[src/rtl/par_xcvr_pkg.sv]
package par_xcvr_pkg;
  typedef enum logic [1:0] {
    DIR_NONE = 2'd0,
    DIR_AB   = 2'd1,
    DIR_BA   = 2'd2
  } dir_e;
endpackage

[src/rtl/xcvr_stage.sv]
module xcvr_stage #(
  parameter int W = 9
) (
  input  logic         clk_i,
  input  logic         rst_ni,
  input  logic         le_i,
  input  logic [W-1:0] d_i,
  output logic [W-1:0] q_o,
  output logic [W-1:0] hold_o
);
  logic [W-1:0] hold_q;

  always_ff @(posedge clk_i or negedge rst_ni) begin
    if (!rst_ni)   hold_q <= '0;
    else if (le_i) hold_q <= d_i;
  end

  // transparent view while open, captured value while closed
  assign q_o    = le_i ? d_i : hold_q;
  assign hold_o = hold_q;
endmodule

[src/rtl/par_unit.sv]
module par_unit #(
  parameter int DATA_W = 8
) (
  input  logic [DATA_W-1:0] data_i,
  input  logic              par_i,
  input  logic              odd_i,
  output logic              gen_o,
  output logic              err_no
);
  logic xor_all;

  assign xor_all = ^data_i;
  assign gen_o   = odd_i ? ~xor_all : xor_all;
  assign err_no  = (gen_o == par_i);
endmodule

[src/rtl/dir_ctrl.sv]
module dir_ctrl
  import par_xcvr_pkg::*;
(
  input  logic clk_i,
  input  logic rst_ni,
  input  logic oe_ab_ni,
  input  logic oe_ba_ni,
  output dir_e dir_o,
  output logic contention_o
);
  logic clash;
  logic contention_q;

  assign clash = !oe_ab_ni && !oe_ba_ni;

  always_comb begin
    if (!oe_ab_ni)      dir_o = DIR_AB;
    else if (!oe_ba_ni) dir_o = DIR_BA;
    else                dir_o = DIR_NONE;
  end

  always_ff @(posedge clk_i or negedge rst_ni) begin
    if (!rst_ni)    contention_q <= 1'b0;
    else if (clash) contention_q <= 1'b1;
  end

  assign contention_o = contention_q;
endmodule

[src/rtl/par_xcvr.sv]
module par_xcvr
  import par_xcvr_pkg::*;
#(
  parameter int DATA_W = 8,
  localparam int LANE_W = DATA_W + 1
) (
  input  logic              clk_i,
  input  logic              rst_ni,
  input  logic              odd_sel_i,
  input  logic              feed_thru_i,
  input  logic              le_a_i,
  input  logic              le_b_i,
  input  logic              oe_ab_ni,
  input  logic              oe_ba_ni,
  input  logic [DATA_W-1:0] a_data_i,
  input  logic              a_par_i,
  input  logic [DATA_W-1:0] b_data_i,
  input  logic              b_par_i,
  output logic [DATA_W-1:0] a_data_o,
  output logic              a_par_o,
  output logic              a_oe_o,
  output logic [DATA_W-1:0] b_data_o,
  output logic              b_par_o,
  output logic              b_oe_o,
  output logic              err_a_no,
  output logic              err_b_no,
  output logic              contention_o
);
  dir_e dir;

  logic [LANE_W-1:0] a_live, b_live;
  logic [LANE_W-1:0] a_hold, b_hold;
  logic [LANE_W-1:0] a_src, b_src;
  logic [LANE_W-1:0] a_stage_d, b_stage_d;
  logic [LANE_W-1:0] a_view, b_view;
  logic              a_gen, b_gen;
  logic              a_src_err_n, b_src_err_n;

  dir_ctrl i_dir_ctrl (
    .clk_i        (clk_i),
    .rst_ni       (rst_ni),
    .oe_ab_ni     (oe_ab_ni),
    .oe_ba_ni     (oe_ba_ni),
    .dir_o        (dir),
    .contention_o (contention_o)
  );

  assign a_live = {a_data_i, a_par_i};
  assign b_live = {b_data_i, b_par_i};

  // source views use only live inputs and held state, so no path loops back
  assign a_src = le_a_i ? a_live : a_hold;
  assign b_src = le_b_i ? b_live : b_hold;

  par_unit #(.DATA_W(DATA_W)) i_gen_a (
    .data_i (a_src[LANE_W-1:1]),
    .par_i  (a_src[0]),
    .odd_i  (odd_sel_i),
    .gen_o  (a_gen),
    .err_no (a_src_err_n)
  );

  par_unit #(.DATA_W(DATA_W)) i_gen_b (
    .data_i (b_src[LANE_W-1:1]),
    .par_i  (b_src[0]),
    .odd_i  (odd_sel_i),
    .gen_o  (b_gen),
    .err_no (b_src_err_n)
  );

  assign b_data_o = a_src[LANE_W-1:1];
  assign b_par_o  = feed_thru_i ? a_src[0] : a_gen;
  assign a_data_o = b_src[LANE_W-1:1];
  assign a_par_o  = feed_thru_i ? b_src[0] : b_gen;

  assign b_oe_o = (dir == DIR_AB);
  assign a_oe_o = (dir == DIR_BA);

  // a driven side sees its own outgoing value on the pins
  assign a_stage_d = a_oe_o ? {a_data_o, a_par_o} : a_live;
  assign b_stage_d = b_oe_o ? {b_data_o, b_par_o} : b_live;

  xcvr_stage #(.W(LANE_W)) i_stage_a (
    .clk_i  (clk_i),
    .rst_ni (rst_ni),
    .le_i   (le_a_i),
    .d_i    (a_stage_d),
    .q_o    (a_view),
    .hold_o (a_hold)
  );

  xcvr_stage #(.W(LANE_W)) i_stage_b (
    .clk_i  (clk_i),
    .rst_ni (rst_ni),
    .le_i   (le_b_i),
    .d_i    (b_stage_d),
    .q_o    (b_view),
    .hold_o (b_hold)
  );

  logic a_chk_gen, b_chk_gen;

  par_unit #(.DATA_W(DATA_W)) i_chk_a (
    .data_i (a_view[LANE_W-1:1]),
    .par_i  (a_view[0]),
    .odd_i  (odd_sel_i),
    .gen_o  (a_chk_gen),
    .err_no (err_a_no)
  );

  par_unit #(.DATA_W(DATA_W)) i_chk_b (
    .data_i (b_view[LANE_W-1:1]),
    .par_i  (b_view[0]),
    .odd_i  (odd_sel_i),
    .gen_o  (b_chk_gen),
    .err_no (err_b_no)
  );

  logic unused_ok;
  assign unused_ok = ^{a_src_err_n, b_src_err_n, a_chk_gen, b_chk_gen};
endmodule

[config.mk]
export PLATFORM = sky130hd
export DESIGN_NAME = par_xcvr
export DESIGN_NICKNAME = d
export VERILOG_FILES = /design/src/rtl/par_xcvr_pkg.sv /design/src/rtl/xcvr_stage.sv /design/src/rtl/par_unit.sv /design/src/rtl/dir_ctrl.sv /design/src/rtl/par_xcvr.sv
export SDC_FILE = /design/constraint.sdc
export NUM_CORES = 1
export LEC_CHECK = 0
export BUFFER_PORTS_ARGS = -buffer_cell sky130_fd_sc_hd__buf_2
export CORE_AREA = 3 3 84 62
export DETAILED_ROUTE_END_ITERATION = 8
export DIE_AREA = 0 0 87 65
export PLACE_DENSITY = 0.63
export SYNTH_ARGS = -nofsm -noshare
export SYNTH_HDL_FRONTEND = slang
export SYNTH_HIERARCHICAL = 1
export SYNTH_SLANG_ARGS = --single-unit
[constraint.sdc]
create_clock -name clk_i -period 5.1 [get_ports clk_i]
set_input_delay 0.255 -clock clk_i [delete_from_list [all_inputs] [get_ports clk_i]]
set_output_delay 0.255 -clock clk_i [all_outputs]
set_load 0.03 [all_outputs]
==> key figures <==
Drt
  – Drc violations: 0
  – First-pass DRT Iterations: 4
  – Post-route ant nets: 0
  – Via density: ~4.8
  – Final wirelength: approximately 3800 um
  – Via count: between 1000 and 1500
  – Initial detailed-routing violation count: 42
  – Mean routed wirelength per cell: roughly 18 um

Critical path
  – Critical path endpoint category: output port
  – CP max FO: 18
  – Crit start category: input port
  – WS Path Type: input port to output port
  – Worst endpoint required time: just under 5000 ps
  – Arr. time, crit path: approximately 3200 ps

Timing
  – Worst slew pin tran: just over 500 ps
  – FMAX: 0.287 GHz
  – Crit path time final: ~3500 ps
  – Final setup vio count: 0
  – RSZ-0062 raised after global routing: false
  – Final hold violations: 0
  – Fin. max-slew vios: 0
  – Tcrit/Tclk final: between 60% and 70%
  – Slew HR: 66.3%
  – Setup TNS: 0 ps
  – Worst Skew: 2.79 ps

Yosys
  – Area of the mapped netlist: 1770 sq um
  – Post-Syn Nets: around 160
  – Avg Cell Area, Syn: between 10 and 15 sq um
  – Yosys warns: 6
  – Synth Instances: 130

Place
  – Post-DP HPWL: 3010 um
  – GPL Wtd Cong: roughly 0.78
  – Placed cell area: 1910 sq um
  – Placed Cells: roughly 210
  – Number of I/O port buffers: 48

GRT
  – First-pass GRT wire length: between 6000 and 7000 um
  – Gr ovfl total: 0
  – Gr usage total: 14.4%
  – Vias in the first global route: 1164
  – Initial antenna violation count: 0
  – Largest net degree at the start of global routing: 20

Power and ir drop
  – Max VDD drop: 0.000254 V
  – Leak pwr: 0.968 nW
  – Int Pwr: 0.446 mW
  – Power Density: around 380 nW/um^2
  – Power share of the combinational group: between 60% and 70%
  – Part of the power in the clock network: between 10 and 15%
  – Switch share: about 40%
  – Psw: between 0.2 and 0.3 mW
  – Sequential cell fraction of total power: between 20% and 30%

Cells and area
  – Antenna diodes: 0
  – # nets final: roughly 190
  – Filler cell count in the final layout: a little over 400
  – Finished Layout Cells: between 200 and 250
  – Syn-to-layout area delta: 10.7%
  – Post-route cell area: 1960 sq um
  – Multi-input logic area: 1110 sq um
  – Layout cell share with drive strength beyond 1: between 60% and 70%
  – FF/Latch Area: 475 sq um

Clock tree
  – CTS tree: done
  – Postcts setup bufs: 0
  – Worst-case clock buffer depth: 2
  – PostCTS Resize Cnt: 0
  – Clk_lat worst skew: around 260 ps
  – Clock root cell: clkbuf_8
  – CTS Buf Count: 3
  – Clk slew on worst S/H paths: around 80 ps
  – CTS Sinks: 19
  – H-tree levels: 1

Die
  – Initial Util: 40.5%
  – I/O pin total: ~50
  – Core Area: around 4400 sq um
  – Die width: 87 um
  – Die area: roughly 5700 sq um
  – Die height: around 65 um
  – Rows: 20

Status
  – Status: finished, final reports clean

Hold path
  – Worst min path class: input port to flop

Flow run
  – # Max-Cap Violations: 0
repair_timing:
item | CTS | global route
endpoints found under the hold margin | 19 | 0
setup endpoints to repair | 0 | 0
hold buffers | 1 | 0
path summary, 6_finish.rpt:
kind	startpoint	to	slack, ps	cells after the start
setup / recovery	le_a_i	err_b_no	1610	11
hold / removal	oe_ba_ni	i_dir_ctrl/contention_o	190	2
setup reg to reg	i_stage_a/hold_o[5]	i_stage_b/hold_o[0]	2720	7
hold reg to reg	i_dir_ctrl/contention_o	i_dir_ctrl/contention_o	480	1
max in group asynchronous	rst_ni	i_dir_ctrl/contention_o	4280	2
min in group asynchronous	rst_ni	i_stage_b/hold_o[3]	480	2
layout make-up:
cell class | instances | area share, %
Tap cell | 55 | 3.51
Inverter | 3 | 0.574
Sequential cell | 19 | 24.3
Multi-Input combinational cell | 86 | 56.6
Timing Repair Buffer | 49 | 12.8
Clock buffer | 4 | 2.30
cells in the final DEF, fill, tap and decap left out:
master         instances
buf_2                 48
clkbuf_1               1
clkbuf_8               3
dfrtp_1               19
dlygate4sd3_1          1
inv_1                  3
mux2_2                34
mux2_4                22
nand2b_1               2
nor2b_2                1
o21bai_1               1
xnor2_1               14
xnor2_2                4
xnor3_1                8
registers in the layout, indices dropped and copies added, names as in the netlist:
register                 flops
i_stage_b/hold_o             9
i_dir_ctrl/contention_o      1
i_stage_a/hold_o             9
power by group through the flow:
| stage | registers [mW] | logic [mW] | clock network [mW] |
|---|---|---|---|
| 6_report | 0.184 | 0.450 | 0.111 |
| 5_1_grt | 0.188 | 0.478 | 0.117 |
| 4_1_cts | 0.185 | 0.455 | 0.112 |
| 3_5_place_dp | 0.187 | 0.451 | 0 |
| 3_3_place_gp | 0.186 | 0.448 | 0 |
| 2_1_floorplan | 0.183 | 0.379 | 0 |
worst max-delay path, stage by stage:
cell and delay (ps):
buf_2 410, mux2_2 430, xnor2_1 180, xnor3_1 450, xnor2_1 140, mux2_2 290, mux2_4 260, mux2_4 270
xnor2_1 190, xnor2_1 130, buf_2 220
metrics by stage:
step / setup slack [ps] / total power, mW / hold slack (ps) / util (%)
after floorplan: 1890 / 0.562 / -40.6 / -
after global placement: 1620 / 0.634 / 233 / 43.5
after detailed placement: 1600 / 0.638 / 242 / 43.5
after CTS: 1580 / 0.752 / 182 / 44.8
after global routing: 1480 / 0.782 / 189 / 44.8
final: 1610 / 0.745 / 191 / 44.8
routing by layer:
metal | routed length, um | global-route usage (%) | vias up
li1 | - | - | 498
met1 | 1970 | 21.7 | 515
met2 | 1600 | 21.1 | 26
met3 | 247 | 4.19 | 2
met4 | 8 | 1.17 | 0
met5 | 0 | 0 | -
(Power assumes the default switching activity.)
